$ cat src/rtl/pmask_pkg.sv
package pmask_pkg;

   typedef enum logic [1:0] {
      OUT_GRANT    = 2'b00,
      OUT_UNDEF    = 2'b01,
      OUT_TRAP_HYP = 2'b10,
      OUT_TRAP_MON = 2'b11
   } outcome_e;

   typedef struct packed {
      logic feat_base;
      logic mon_mask_en;
      logic mon_fgt_en;
      logic mon_wide_en;
      logic mon_undef_prio;
      logic mon_undef_not_trap;
      logic hyp_enabled;
      logic hyp_rd_allow;
      logic hyp_wr_allow;
      logic hyp_xctl_en;
      logic hyp_wide_en;
   } gate_cfg_t;

   localparam int OVL_LO  = 121;
   localparam int OVL_HI  = 124;
   localparam int ENC_BIT = 108;

   // Reserved-zero positions; the wide map applies when 128-bit support exists
   function automatic bit resv_bit(input int b, input bit wide);
      if (!wide)
         return (b == 0) || (b >= 18 && b <= 49) || (b >= 64);
      return (b == 0) || (b >= 18 && b <= 49) || (b >= 64 && b <= 90) ||
             (b >= 101 && b <= 107) || (b == 114) || (b == 119) || (b == 120) ||
             (b == 125) || (b == 126);
   endfunction

endpackage

$ cat src/rtl/pmask_keep.sv
module pmask_keep
   import pmask_pkg::*;
#(
   parameter int MASK_W  = 128,
   parameter bit WIDE_EN = 1'b1
) (
   input  logic              feat_overlay,
   input  logic              feat_encrypt,
   output logic [MASK_W-1:0] keep_live,
   output logic [MASK_W-1:0] keep_fixed
);

   for (genvar gi = 0; gi < MASK_W; gi++) begin : g_bit
      localparam bit RESV = resv_bit(gi, WIDE_EN);
      assign keep_fixed[gi] = !RESV;
      if (RESV) begin : g_resv
         assign keep_live[gi] = 1'b0;
      end else if (gi >= OVL_LO && gi <= OVL_HI) begin : g_ovl
         assign keep_live[gi] = feat_overlay;
      end else if (gi == ENC_BIT) begin : g_enc
         assign keep_live[gi] = feat_encrypt;
      end else begin : g_plain
         assign keep_live[gi] = 1'b1;
      end
   end

endmodule

$ cat src/rtl/pmask_perm.sv
module pmask_perm
   import pmask_pkg::*;
#(
   parameter bit HAS_MON  = 1'b1,
   parameter bit HAS_FGT  = 1'b1,
   parameter bit WIDE_EN  = 1'b1,
   parameter int SYN_W    = 6,
   parameter logic [SYN_W-1:0] SYN_NARROW = 'h18,
   parameter logic [SYN_W-1:0] SYN_WIDE   = 'h14
) (
   input  logic             clk,
   input  logic             rst_n,
   input  logic             req_valid,
   input  logic             req_write,
   input  logic             req_wide,
   input  logic [1:0]       req_el,
   input  gate_cfg_t        cfg,
   output outcome_e         outcome,
   output logic [SYN_W-1:0] syndrome
);

   localparam int N_ST = 6;

   logic [N_ST-1:0] stage_hit;
   outcome_e        stage_res [N_ST];
   outcome_e        staged;
   outcome_e        late_res;
   logic            mon_block;
   logic            wide_block;
   logic            sel_allow;
   logic            on_el1;
   logic            is_trap;

   always_comb begin
      sel_allow  = req_write ? cfg.hyp_wr_allow : cfg.hyp_rd_allow;
      mon_block  = HAS_MON && !cfg.mon_mask_en;
      wide_block = HAS_MON && req_wide && !cfg.mon_wide_en;
      on_el1     = (req_el == 2'd1);
      late_res   = cfg.mon_undef_not_trap ? OUT_UNDEF : OUT_TRAP_MON;

      // ordered stages, lowest index wins
      stage_hit[0] = cfg.mon_undef_prio && mon_block;
      stage_res[0] = OUT_UNDEF;
      stage_hit[1] = cfg.mon_undef_prio && wide_block;
      stage_res[1] = OUT_UNDEF;
      stage_hit[2] = on_el1 && HAS_FGT && cfg.hyp_enabled &&
                     ((HAS_MON && !cfg.mon_fgt_en) || !sel_allow);
      stage_res[2] = OUT_TRAP_HYP;
      stage_hit[3] = on_el1 && req_wide && cfg.hyp_enabled &&
                     (!cfg.hyp_xctl_en || !cfg.hyp_wide_en);
      stage_res[3] = OUT_TRAP_HYP;
      stage_hit[4] = mon_block;
      stage_res[4] = late_res;
      stage_hit[5] = wide_block;
      stage_res[5] = late_res;

      staged = OUT_GRANT;
      for (int k = N_ST - 1; k >= 0; k--) begin
         if (stage_hit[k]) staged = stage_res[k];
      end

      if (!req_valid)                 outcome = OUT_GRANT;
      else if (!cfg.feat_base)        outcome = OUT_UNDEF;
      else if (req_wide && !WIDE_EN)  outcome = OUT_UNDEF;
      else begin
         case (req_el)
            2'd0:    outcome = OUT_UNDEF;
            2'd3:    outcome = OUT_GRANT;
            default: outcome = staged;
         endcase
      end

      is_trap  = req_valid && (outcome == OUT_TRAP_HYP || outcome == OUT_TRAP_MON);
      syndrome = is_trap ? (req_wide ? SYN_WIDE : SYN_NARROW) : '0;
   end

   // level 0 never gets through
   a_r6_el0_undef: assert property (@(posedge clk) disable iff (!rst_n)
      (req_valid && req_el == 2'd0) |-> outcome == OUT_UNDEF);

   // monitor level always passes when the feature exists
   a_r6_el3_grant: assert property (@(posedge clk) disable iff (!rst_n)
      (req_valid && cfg.feat_base && req_el == 2'd3 && (!req_wide || WIDE_EN))
      |-> outcome == OUT_GRANT);

   // hypervisor checks never apply to level 2 itself
   a_r9_el2_no_hyp_trap: assert property (@(posedge clk) disable iff (!rst_n)
      (req_valid && req_el == 2'd2) |-> outcome != OUT_TRAP_HYP);

   // syndrome only accompanies traps
   a_r11_syn_quiet: assert property (@(posedge clk) disable iff (!rst_n)
      (outcome == OUT_GRANT || outcome == OUT_UNDEF) |-> syndrome == '0);

endmodule

$ cat src/rtl/pmask_store.sv
module pmask_store #(
   parameter int MASK_W = 128,
   parameter int HALF_W = 64
) (
   input  logic              clk,
   input  logic              rst_n,
   input  logic              wr_lo,
   input  logic              wr_hi,
   input  logic [MASK_W-1:0] wdata,
   output logic [MASK_W-1:0] q
);

   always_ff @(posedge clk or negedge rst_n) begin
      if (!rst_n) begin
         q <= '0;
      end else begin
         if (wr_lo) q[HALF_W-1:0]      <= wdata[HALF_W-1:0];
         if (wr_hi) q[MASK_W-1:HALF_W] <= wdata[MASK_W-1:HALF_W];
      end
   end

   // a narrow write leaves the upper half alone
   a_r3_upper_held: assert property (@(posedge clk) disable iff (!rst_n)
      (wr_lo && !wr_hi) |=> q[MASK_W-1:HALF_W] == $past(q[MASK_W-1:HALF_W]));

   // no granted write, no change
   a_r12_hold_idle: assert property (@(posedge clk) disable iff (!rst_n)
      (!wr_lo && !wr_hi) |=> $stable(q));

endmodule

$ cat src/rtl/pmask_gate.sv
module pmask_gate
   import pmask_pkg::*;
#(
   parameter int MASK_W   = 128,
   parameter int HALF_W   = MASK_W / 2,
   parameter int SYN_W    = 6,
   parameter bit WIDE_EN  = 1'b1,
   parameter bit HAS_MON  = 1'b1,
   parameter bit HAS_FGT  = 1'b1
) (
   input  logic              clk,
   input  logic              rst_n,
   input  logic              req_valid,
   input  logic              req_write,
   input  logic              req_wide,
   input  logic [1:0]        req_el,
   input  logic [MASK_W-1:0] req_wdata,
   input  logic              feat_base,
   input  logic              feat_overlay,
   input  logic              feat_encrypt,
   input  logic              mon_mask_en,
   input  logic              mon_fgt_en,
   input  logic              mon_wide_en,
   input  logic              mon_undef_prio,
   input  logic              mon_undef_not_trap,
   input  logic              hyp_enabled,
   input  logic              hyp_rd_allow,
   input  logic              hyp_wr_allow,
   input  logic              hyp_xctl_en,
   input  logic              hyp_wide_en,
   output logic [1:0]        rsp_outcome,
   output logic [SYN_W-1:0]  rsp_syndrome,
   output logic [MASK_W-1:0] rd_data
);

   localparam logic [MASK_W-1:0] LO_ONLY = {{(MASK_W-HALF_W){1'b0}}, {HALF_W{1'b1}}};

   if (MASK_W != 128) begin : g_bad_width
      $error("pmask_gate: the reserved-bit map assumes a 128-bit register");
   end
   if (HALF_W * 2 != MASK_W) begin : g_bad_half
      $error("pmask_gate: HALF_W must be half of MASK_W");
   end
   if (SYN_W < 5) begin : g_bad_syn
      $error("pmask_gate: SYN_W too narrow for the syndrome classes");
   end

   gate_cfg_t         cfg;
   outcome_e          outcome;
   logic [MASK_W-1:0] keep_live;
   logic [MASK_W-1:0] keep_fixed;
   logic [MASK_W-1:0] mask_q;
   logic              granted;
   logic              wr_lo;
   logic              wr_hi;

   assign cfg = '{feat_base:          feat_base,
                  mon_mask_en:        mon_mask_en,
                  mon_fgt_en:         mon_fgt_en,
                  mon_wide_en:        mon_wide_en,
                  mon_undef_prio:     mon_undef_prio,
                  mon_undef_not_trap: mon_undef_not_trap,
                  hyp_enabled:        hyp_enabled,
                  hyp_rd_allow:       hyp_rd_allow,
                  hyp_wr_allow:       hyp_wr_allow,
                  hyp_xctl_en:        hyp_xctl_en,
                  hyp_wide_en:        hyp_wide_en};

   pmask_keep #(.MASK_W(MASK_W), .WIDE_EN(WIDE_EN)) keep_i (
      .feat_overlay (feat_overlay),
      .feat_encrypt (feat_encrypt),
      .keep_live    (keep_live),
      .keep_fixed   (keep_fixed)
   );

   pmask_perm #(
      .HAS_MON (HAS_MON),
      .HAS_FGT (HAS_FGT),
      .WIDE_EN (WIDE_EN),
      .SYN_W   (SYN_W)
   ) perm_i (
      .clk       (clk),
      .rst_n     (rst_n),
      .req_valid (req_valid),
      .req_write (req_write),
      .req_wide  (req_wide),
      .req_el    (req_el),
      .cfg       (cfg),
      .outcome   (outcome),
      .syndrome  (rsp_syndrome)
   );

   assign granted = req_valid && (outcome == OUT_GRANT);
   assign wr_lo   = granted && req_write;
   assign wr_hi   = wr_lo && req_wide;

   pmask_store #(.MASK_W(MASK_W), .HALF_W(HALF_W)) store_i (
      .clk   (clk),
      .rst_n (rst_n),
      .wr_lo (wr_lo),
      .wr_hi (wr_hi),
      .wdata (req_wdata & keep_live),
      .q     (mask_q)
   );

   always_comb begin
      rd_data = '0;
      if (granted && !req_write) begin
         rd_data = mask_q & keep_live;
         if (!req_wide) rd_data = rd_data & LO_ONLY;
      end
   end

   assign rsp_outcome = outcome;

   // reserved positions never hold a one
   a_r4_resv_zero: assert property (@(posedge clk) disable iff (!rst_n)
      (mask_q & ~keep_fixed) == '0);

   // refused requests return no data
   a_r12_rdata_denied: assert property (@(posedge clk) disable iff (!rst_n)
      (req_valid && rsp_outcome != 2'b00) |-> rd_data == '0);

endmodule

$ cat config.mk
export PLATFORM = sky130hd
export DESIGN_NAME = pmask_gate
export DESIGN_NICKNAME = d
export VERILOG_FILES = /design/src/rtl/pmask_pkg.sv /design/src/rtl/pmask_keep.sv /design/src/rtl/pmask_perm.sv /design/src/rtl/pmask_store.sv /design/src/rtl/pmask_gate.sv
export SDC_FILE = /design/constraint.sdc
export NUM_CORES = 1
export LEC_CHECK = 0
export BUFFER_PORTS_ARGS = -buffer_cell sky130_fd_sc_hd__buf_2
export CORE_UTILIZATION = 54
export CTS_BUF_LIST = sky130_fd_sc_hd__clkbuf_16
export DETAILED_ROUTE_END_ITERATION = 10
export PLACE_DENSITY = 0.83
export SYNTH_ARGS = -nofsm -noshare
export SYNTH_HDL_FRONTEND = slang
export SYNTH_HIERARCHICAL = 1
export SYNTH_SLANG_ARGS = --single-unit
$ cat constraint.sdc
create_clock -name clk -period 2.19 [get_ports clk]
set_input_delay 0.1095 -clock clk [delete_from_list [all_inputs] [get_ports clk]]
set_output_delay 0.1095 -clock clk [all_outputs]
set_load 0.05 [all_outputs]
==> results_dict.tcl, run 1 <==
set metrics [dict create \
    status "finished, final reports clean" \
    ioPinCount 284 \
    slowest_stage "nor4b_4" \
    syn_inst 712 \
    dp_slack_ps -53.4 \
    tritoncts "yes" \
    htree_levels 4 \
    finalHoldViolations 0 \
    drt_pass1_iterations 7 \
    clockRootBuffer "clkbuf_16" \
    gp_congestion 0.763 \
    cp_max_fo 25 \
    avgSynthCellArea_sq_um 11.8 \
    placed_area_sq_um 9250 \
    hold_ws_ps 38.3 \
    clock_skew_ps 0 \
    grt_overflow 0 \
    power_mw 7.72 \
    hpwl_mm 13.1 \
    die-area_sq_um 16100 \
    antenna_found_initial 0 \
    cts_buffers 17 \
    worst_slack_ps 58.8 \
    ir_worst_vdd_mv 0.512 \
    vias 5541 \
    fmax_ghz 0.469 \
    multi_input_area_sq_um 4440 \
    fin_crit_ps 2130 \
    syn_to_final_growth_pct 20.7 \
    grt_max_degree 64 \
    wl_per_cell_microns 16.2 \
    synth_area_sq_um 8430 \
    crit_arrival_ps 2020 \
    cp.required_ps 2080 \
    synth_warnings 6 \
    drcViolationCount 0 \
    setup.worst_path.end_class "primary output" \
    tns_ps 0 \
    cts.sinks 128 \
    clock_latency_ps 400 \
    largestRegisters "store_i/q (128)" \
    crit_type "in2out" \
    p_leak_nw 5.41 \
    power.density_nw_per_um2 759 \
    cts.clk_slew.worst_paths_ps 60 \
    period_share_pct 97.3 \
    rsz0062_at_grt "true" \
    slew_headroom_pct 62.5 \
    start_util_pct 55.5 \
    grt_pass1_vias 5751 \
    cts_buffer_depth 2 \
    die_h_microns 127 \
    setup_viol 0 \
    drt_iter0_drc 184 \
    drt-total-wl_mm 18.3 \
    hold_class "in2reg" \
    regArea_sq_um 3200 \
    grt_pass1_wl_mm 29.1 \
    io_buffer_count 208 \
    diodes 0 \
    fin_area_sq_um 10200 \
    fill_cells 1110 \
    largest-register "store_i/q" \
    path_delay_family "buffers and inverters" \
    cp_common_cell "buf_6" \
    drv_cap 0 \
    num_rows 45 \
    die_w_microns 127 \
    worst_pin_slew_ps 563 \
    via_per_inst 4.90 \
    critPathLaunchType "input pin" \
    final_antenna_net_count 0 \
    final_nets 1079 \
    crit_chain "buf_2, inv_1, ha_1, nand2_2, a311oi_2, o21ai_2, nor4b_4, buf_6, buf_12, and3_2, buf_6" \
    core_area_sq_um 15200 \
    drive_above_1_share_pct 49.5 \
    critical_path_buf_inv_count 5 \
    largest_reg_flops 128 \
    drv_slew 0 \
    cpPeakStageDelay_ps 320 \
    grt_usage_pct 23.3 \
]
-- through the flow --
step                      utilization [%]  instances
final                                66.9       1130
after floorplan                         -        835
after global routing                 66.9       1130
after CTS                            65.8       1127
after detailed placement             60.9       1094
after global placement               60.9       1094
-- worst min-delay path, delay by kind of cell --
family | cells | cell delay [ps]
buffers and inverters | 1 | 70
multiplexers | 1 | 130
AND/OR/NAND/NOR | 1 | 110
-- timing repair --
action,CTS,global route
endpoints found under the setup margin,50,56
setup buffers,0,2
gates resized for setup,38,43
hold buffers,1,0
pin swaps,1,4
endpoints found under the hold margin,128,0
cloned,0,1
-- placed cells by master, fill, tap and decap left out, types with 2 or more instances in the layout --
cell / instances
buf_2: 168
and2_1: 128
dfrtp_1: 128
conb_1: 126
mux2_4: 121
and4_1: 40
and3_1: 33
and3_2: 31
buf_6: 31
buf_4: 29
and4_2: 22
clkbuf_16: 17
buf_12: 9
mux2_2: 8
bufinv_16: 5
nor2_1: 4
inv_1: 4
and4_4: 3
clkinvlp_4: 2
clkinv_4: 2
clkinv_1: 2
inv_6: 2
buf_8: 2
clkbuf_4: 2
nand2_1: 2
nand3_1: 2
a21oi_2: 2
ha_1: 2
-- power by group --
part	total (mW)	switching (mW)	internal, mW
logic	1.55	0.649	0.901
registers	3.07	0.241	2.83
clock network	3.10	1.09	2.02
total	7.72	1.98	5.75
-- metal layers --
layer  vias up  part of all wire, %  track usage (%)
li1       2658                    -                -
met1      2654                   42             27.4
met2       193                   50             40.6
met3        36                  5.8             6.96
met4         0                  2.6             8.05
met5         -                    0                0
-- cell type report --
type | instances | share of cell area [%]
Tap cell | 188 | 2.31
Inverter | 3 | 0.111
Clock inverter | 15 | 2.13
Multi-Input combinational cell | 537 | 43.6
Clock buffer | 17 | 4.18
Timing Repair Buffer | 242 | 16.1
Sequential cell | 128 | 31.5
-- worst paths after layout --
path | cells past startpoint | slack, ps | end | startpoint
max in group asynchronous | 3 | 1420 | store_i/q[0]$_DFFE_PN0P_ | rst_n
setup / recovery | 11 | 60 | rd_data[3] | req_el[1]
hold / removal | 3 | 40 | store_i/q[12]$_DFFE_PN0P_ | req_wdata[12]
min in group asynchronous | 2 | 130 | store_i/q[100]$_DFFE_PN0P_ | rst_n
setup reg to reg | 1 | 1400 | store_i/q[59]$_DFFE_PN0P_ | store_i/q[59]$_DFFE_PN0P_
hold reg to reg | 1 | 500 | store_i/q[47]$_DFFE_PN0P_ | store_i/q[47]$_DFFE_PN0P_
Power figures use the tool's default switching activity.
==> run 2: changes to the inputs <==
--- a/config.mk
+++ b/config.mk
@@ -6,11 +6,10 @@
 export NUM_CORES = 1
 export LEC_CHECK = 0
 export BUFFER_PORTS_ARGS = -buffer_cell sky130_fd_sc_hd__buf_2
-export CORE_UTILIZATION = 54
+export CORE_AREA = 2 2 111 113
 export CTS_BUF_LIST = sky130_fd_sc_hd__clkbuf_16
 export DETAILED_ROUTE_END_ITERATION = 10
-export PLACE_DENSITY = 0.83
+export DIE_AREA = 0 0 113 115
 export SYNTH_ARGS = -nofsm -noshare
 export SYNTH_HDL_FRONTEND = slang
-export SYNTH_HIERARCHICAL = 1
 export SYNTH_SLANG_ARGS = --single-unit
==> run 2 against run 1 <==
Against the previous run:
- the run now ends with DRC left
- register-to-register slack better by 20 ps
- fmax up 1.3%
- critical path depth decreased by 2
- utilization fell by 28 points
- clock power is 74% lower
- cell area is 55% lower
- critical path type unchanged
==> results_dict.tcl, run 2 <==
set metrics [dict create \
    synth_mux_area_share_pct 20.6 \
    htree_levels 2 \
    synth_warnings 0 \
    final_common_cell "buf_2" \
    tritoncts "yes" \
    p_int_mw 2.18 \
    utilization_pct 38.6 \
    grt_pass1_vias 2275 \
    use_met2_pct 18.6 \
    syn_to_final_growth_pct 35.2 \
    power_mw 3.30 \
    power_switching_mw 1.12 \
    clockRootBuffer "clkbuf_16" \
    cp.required_ps 2080 \
    antenna_found_initial 0 \
    drt_pass1_iterations 8 \
    synth_area_sq_um 3370 \
    placed_cells 578 \
    crit_type "in2out" \
    synth-simple-area-share_pct 13.7 \
    ioPinCount 284 \
    synth_edf_count 0 \
    drive_above_1_share_pct 52.5 \
    diodes 0 \
    slew_headroom_pct 51.8 \
    clock_latency_ps 290 \
    die-area_sq_um 13000 \
    core_area_sq_um 11800 \
    synth_common_cells "buf_4, dfrtp_1, and2_1, mux2_2, mux2_4" \
    ys_seq_elements 56 \
    yosys.cell_count.top_type "buf_4" \
    critPathLaunchType "input pin" \
    grt_usage_pct 10.8 \
    io_buffer_count 136 \
    grt_max_degree 57 \
    pwr-share-clk_pct 24.3 \
    ir_worst_vdd_mv 0.342 \
    synth.largest_area_cell "dfrtp_1" \
    die_h_microns 115 \
    hold_class "in2reg" \
    combPwrFrac_pct 31.4 \
    synth-compound-area-share_pct 2.56 \
    period_share_pct 96.1 \
    vias 2395 \
    synthAdderAreaFrac_pct 0.743 \
    status "finished, violations left" \
    largest_reg_flops 56 \
    largest-register "store_i.q" \
    synth_top_family_by_area "buffers and inverters" \
    postSynth.asyncResetShare_pct 100 \
    gp_congestion 0.730 \
    final_nets 595 \
    yosysTopAreaCellShare_pct 41.6 \
    seq_power_share_pct 44.3 \
    regArea_sq_um 1400 \
    cp_max_fo 21 \
    violations "DRC" \
    ys_types 28 \
    grt_busiest_layer "met2" \
    num_rows 40 \
    drt_iter0_drc 69 \
    p_leak_nw 2.41 \
    yosys.area_share.xor_xnor_pct 0 \
    synthTopCellsByArea "dfrtp_1, buf_4, mux2_2, and2_1, mux2_4" \
    setup.worst_path.end_class "primary output" \
    start_util_pct 28.5 \
    drv_slew 0 \
    use_met3_pct 3.95 \
    clock_skew_ps 0 \
    p_sw_share_pct 33.9 \
    cts.clk_slew.worst_paths_ps 80 \
    worst_pin_slew_ps 722 \
    largestRegisters "store_i.q (56)" \
    crit_arrival_ps 1990 \
    fmax_ghz 0.475 \
    fin_cells 593 \
    fin_crit_ps 2100 \
    mostFrequentLayoutCells "buf_2, conb_1, dfrtp_1, and2_1, mux2_2" \
    avgSynthCellArea_sq_um 11.4 \
    cts_buffers 5 \
    cts_buffer_depth 2 \
    drv_cap 0 \
    hpwl_mm 5.84 \
    finalHoldViolations 0 \
    final_antenna_net_count 0 \
    grt_pass1_wl_mm 11.1 \
    rsz0062_at_grt "false" \
    multi_input_area_sq_um 1640 \
    wl_per_cell_microns 13.1 \
    timing.reg2reg.setup_slack_ps 1420 \
    cts.sinks 56 \
    fill_cells 1139 \
    ys_seq_area_share_pct 41.6 \
    synth_flop_cell "dfrtp_1" \
    grt_overflow 0 \
    power.density_nw_per_um2 725 \
    die_w_microns 113 \
    drcViolationCount 19 \
    setup_viol 0 \
    syn_inst 296 \
    drt-total-wl_mm 7.78 \
    grtUsageMet1_pct 12.7 \
    via_per_inst 4.04 \
]
run 2: critical path: stages:
cell,delay [ps]
buf_4,130
nor2b_4,130
o21ba_2,190
o311a_4,380
buf_4,160
nor4b_2,290
buf_6,220
and2_1,150
clkbuf_4,230
run 2: repair_timing:
| item | 4_1_cts | 5_1_grt |
|---|---|---|
| hold endpoints to repair | 56 | 0 |
| cloned | 1 | 2 |
| gates resized for setup | 48 | 61 |
| endpoints found under the setup margin | 56 | 56 |
| hold buffers | 1 | 0 |
| pin swaps | 3 | 2 |
| buffers inserted | 2 | 1 |
run 2: worst paths after layout:
check,startpoint,end,depth (start not counted)
max,req_wide,rd_data[111],9
min,req_wdata[56],store_i.q[56]$_DFFE_PN0P_,2
max reg2reg,store_i.q[51]$_DFFE_PN0P_,store_i.q[51]$_DFFE_PN0P_,1
min reg2reg,store_i.q[61]$_DFFE_PN0P_,store_i.q[61]$_DFFE_PN0P_,1
max in group asynchronous,rst_n,store_i.q[116]$_DFFE_PN0P_,3
min in group asynchronous,rst_n,store_i.q[56]$_DFFE_PN0P_,3
run 2: through the flow:
stage                     hold WS (ps)  worst slack (ps)  instance area (sq um)  TNS [ps]
after floorplan                   -186              91.6                   3650         0
after global placement             289             -81.8                   4000     -1750
after detailed placement           299              -136                   4000     -4340
after CTS                         32.5              2.59                   4310         0
after global routing              33.1              2.25                   4560         0
final                             40.7              86.2                   4560         0
run 2: power by group through the flow:
stage | clock network, mW | registers, mW | logic, mW
5_1_grt | 0.875 | 1.51 | 1.11
3_3_place_gp | 0 | 1.46 | 0.955
6_report | 0.802 | 1.46 | 1.04
3_5_place_dp | 0 | 1.48 | 0.978
2_1_floorplan | 0 | 1.43 | 0.895
4_1_cts | 0.840 | 1.46 | 1.01
run 2: layer usage:
layer  part of all wire, %  vias to the layer above
met4                  0.91                        0
met3                   9.8                        7
met1                    39                     1150
li1                      -                     1110
met5                     0                        -
met2                    51                      128
run 2: area by class of cell:
| class | instances | share of cell area (%) |
|---|---|---|
| clock buffers | 5 | 2.75 |
| well taps | 147 | 4.04 |
| flip-flops and latches | 56 | 30.8 |
| clock inverters | 3 | 0.494 |
| inverters | 9 | 0.741 |
| repair buffers | 156 | 25.3 |
| multi-input cells | 217 | 35.9 |
run 2: kinds of logic after synthesis:
kind of cell | count (synthesis)
buffers and inverters | 97
and+or+nand+nor | 75
muxes | 57
DFF | 56
AOI/OAI and AO/OA | 8
adders and majority gates | 2
other | 1
==> run 3: changes to the inputs <==
--- a/config.mk
+++ b/config.mk
@@ -8,6 +8,7 @@
 export BUFFER_PORTS_ARGS = -buffer_cell sky130_fd_sc_hd__buf_2
 export CORE_AREA = 2 2 111 113
 export CTS_BUF_LIST = sky130_fd_sc_hd__clkbuf_16
+export CTS_CLUSTER_SIZE = 24
 export DETAILED_ROUTE_END_ITERATION = 10
 export DIE_AREA = 0 0 113 115
 export SYNTH_ARGS = -nofsm -noshare
==> constraint.sdc (replaced) <==
create_clock -name clk -period 2.19 [get_ports clk]
set_input_delay 0.3285 -clock clk [delete_from_list [all_inputs] [get_ports clk]]
set_output_delay 0.3285 -clock clk [all_outputs]
set_load 0.05 [all_outputs]
==> run 3 against run 2 <==
Against the previous run:
- the flow finishes with violations (DRC, setup timing)
- sequential power is essentially flat
- combinational power rose by 9%
- worst hold slack better by 5.5 ps
- flip-flop and latch count stayed put
- via count is 1.5% higher
- wire length increased by 7.0%
- clock-buffer cell count stayed put
- highest routed layer unchanged
- critical path type unchanged
- total power is 14% higher
==> results_dict.tcl, run 3 (same netlist as run 2, synthesis figures left out) <==
set metrics [dict create \
    fmax_ghz 0.402 \
    status "finished, violations left" \
    num_rows 40 \
    wl_per_cell_microns 13.8 \
    timing.reg2reg.setup_slack_ps 1410 \
    mostFrequentLayoutCells "buf_2, conb_1, dfrtp_1, buf_8, and2_4" \
    antenna_found_initial 0 \
    violations "DRC, setup timing" \
    p_int_mw 2.60 \
    die_w_microns 113 \
    utilization_pct 45.0 \
    drt_pass1_iterations 7 \
    start_util_pct 28.5 \
    placed_area_sq_um 4220 \
    clock_skew_ps 0 \
    largest-register "store_i.q" \
    grt_usage_pct 12.2 \
    tns_ps -15700 \
    drv_cap 0 \
    drcViolationCount 20 \
    ir_worst_vdd_mv 0.326 \
    tritoncts "yes" \
    pwr-share-clk_pct 30.4 \
    rsz0062_at_grt "true" \
    syn_to_final_growth_pct 57.6 \
    seq_power_share_pct 39.5 \
    p_sw_share_pct 30.8 \
    core_area_sq_um 11800 \
    final_common_cell "buf_2" \
    diodes 0 \
    ioPinCount 284 \
    drive_above_1_share_pct 65.0 \
    grt_max_degree 32 \
    power_switching_mw 1.16 \
    crit_arrival_ps 2160 \
    cp_max_fo 6 \
    hpwl_mm 5.28 \
    cp.required_ps 1860 \
    critPathLaunchType "input pin" \
    finalHoldViolations 0 \
    combPwrFrac_pct 30.1 \
    cts_buffer_depth 2 \
    hold_class "in2async" \
    cts.clk_slew.worst_paths_ps 70 \
    htree_levels 2 \
    gp_congestion 0.745 \
    setup.worst_path.end_class "primary output" \
    fin_crit_ps 2490 \
    final_antenna_net_count 0 \
    largestRegisters "store_i.q (56)" \
    final_nets 603 \
    cts.sinks 56 \
    fin_area_sq_um 5310 \
    grt_overflow 0 \
    drt_iter0_drc 76 \
    die_h_microns 115 \
    via_per_inst 4.05 \
    drv_slew 0 \
    fill_cells 1067 \
    drt-total-wl_mm 8.32 \
    period_share_pct 114 \
    vias 2432 \
    largest_reg_flops 56 \
    cts_buffers 5 \
    p_leak_nw 2.69 \
    grt_pass1_wl_mm 12.5 \
    dp_slack_ps -423 \
    setup_viol 80 \
    worst_slack_ps -298 \
    clockRootBuffer "clkbuf_16" \
    power.density_nw_per_um2 709 \
    clock_latency_ps 300 \
    crit_type "in2out" \
    grt_pass1_vias 2523 \
    io_buffer_count 136 \
    die-area_sq_um 13000 \
]
## run 3: metrics by stage
step / hold WS [ps] / power (mW) / instances
global route: 80.5 / 3.96 / 601
CTS: 49.3 / 3.79 / 594
floorplan: 32.9 / 2.38 / 370
detailed placement: 376 / 2.51 / 579
global placement: 374 / 2.48 / 579
finish: 46.1 / 3.76 / 601
## run 3: power groups by stage
stage	logic, mW	registers [mW]	clock network (mW)
global route	1.21	1.54	1.22
detailed placement	1.02	1.49	0
finish	1.13	1.49	1.14
floorplan	0.933	1.45	0
CTS	1.12	1.49	1.18
global placement	0.991	1.49	0
## run 3: cell type report
class / count / area [sq um] / area share [%]
timing repair buffer: 164 / 1660 / 31.3
tap: 147 / 184 / 3.46
clock inverter: 3 / 90.1 / 1.70
clock buffer: 5 / 125 / 2.36
sequential: 56 / 1400 / 26.4
multi-input combinational: 217 / 1810 / 34.1
inverter: 9 / 36.3 / 0.683
## run 3: layer usage
metal / vias up / GRT usage, % / wire [microns]
met2: 142 / 22.9 / 4410
met1: 1160 / 12.8 / 2930
met3: 7 / 5.01 / 875
li1: 1123 / - / -
met4: 0 / 3.17 / 111
met5: - / 0 / 0
## run 3: final timing paths
path	start	end	cells after the start
setup / recovery	req_write	rd_data[108]	9
hold / removal	rst_n	store_i.q[115]$_DFFE_PN0P_	2
setup reg to reg	store_i.q[96]$_DFFE_PN0P_	store_i.q[96]$_DFFE_PN0P_	1
hold reg to reg	store_i.q[57]$_DFFE_PN0P_	store_i.q[57]$_DFFE_PN0P_	1
max in group asynchronous	rst_n	store_i.q[4]$_DFFE_PN0P_	2
min in group clk	req_wdata[95]	store_i.q[95]$_DFFE_PN0P_	2
## run 3: repair_timing
item                       in CTS  in global routing
gates resized for setup       178                  6
setup endpoints to repair      56                 80
hold buffers                    0                  0
gates cloned                    3                  5
pin swaps                      10                 33
setup buffers                   4                  2
## run 3: critical path, stage by stage
cell      delay, ps
buf_6           100
mux2_4          310
a311oi_4        270
o221ai_4        210
nor4b_4         310
buf_6           180
buf_12          120
and3_4          180
buf_8           140
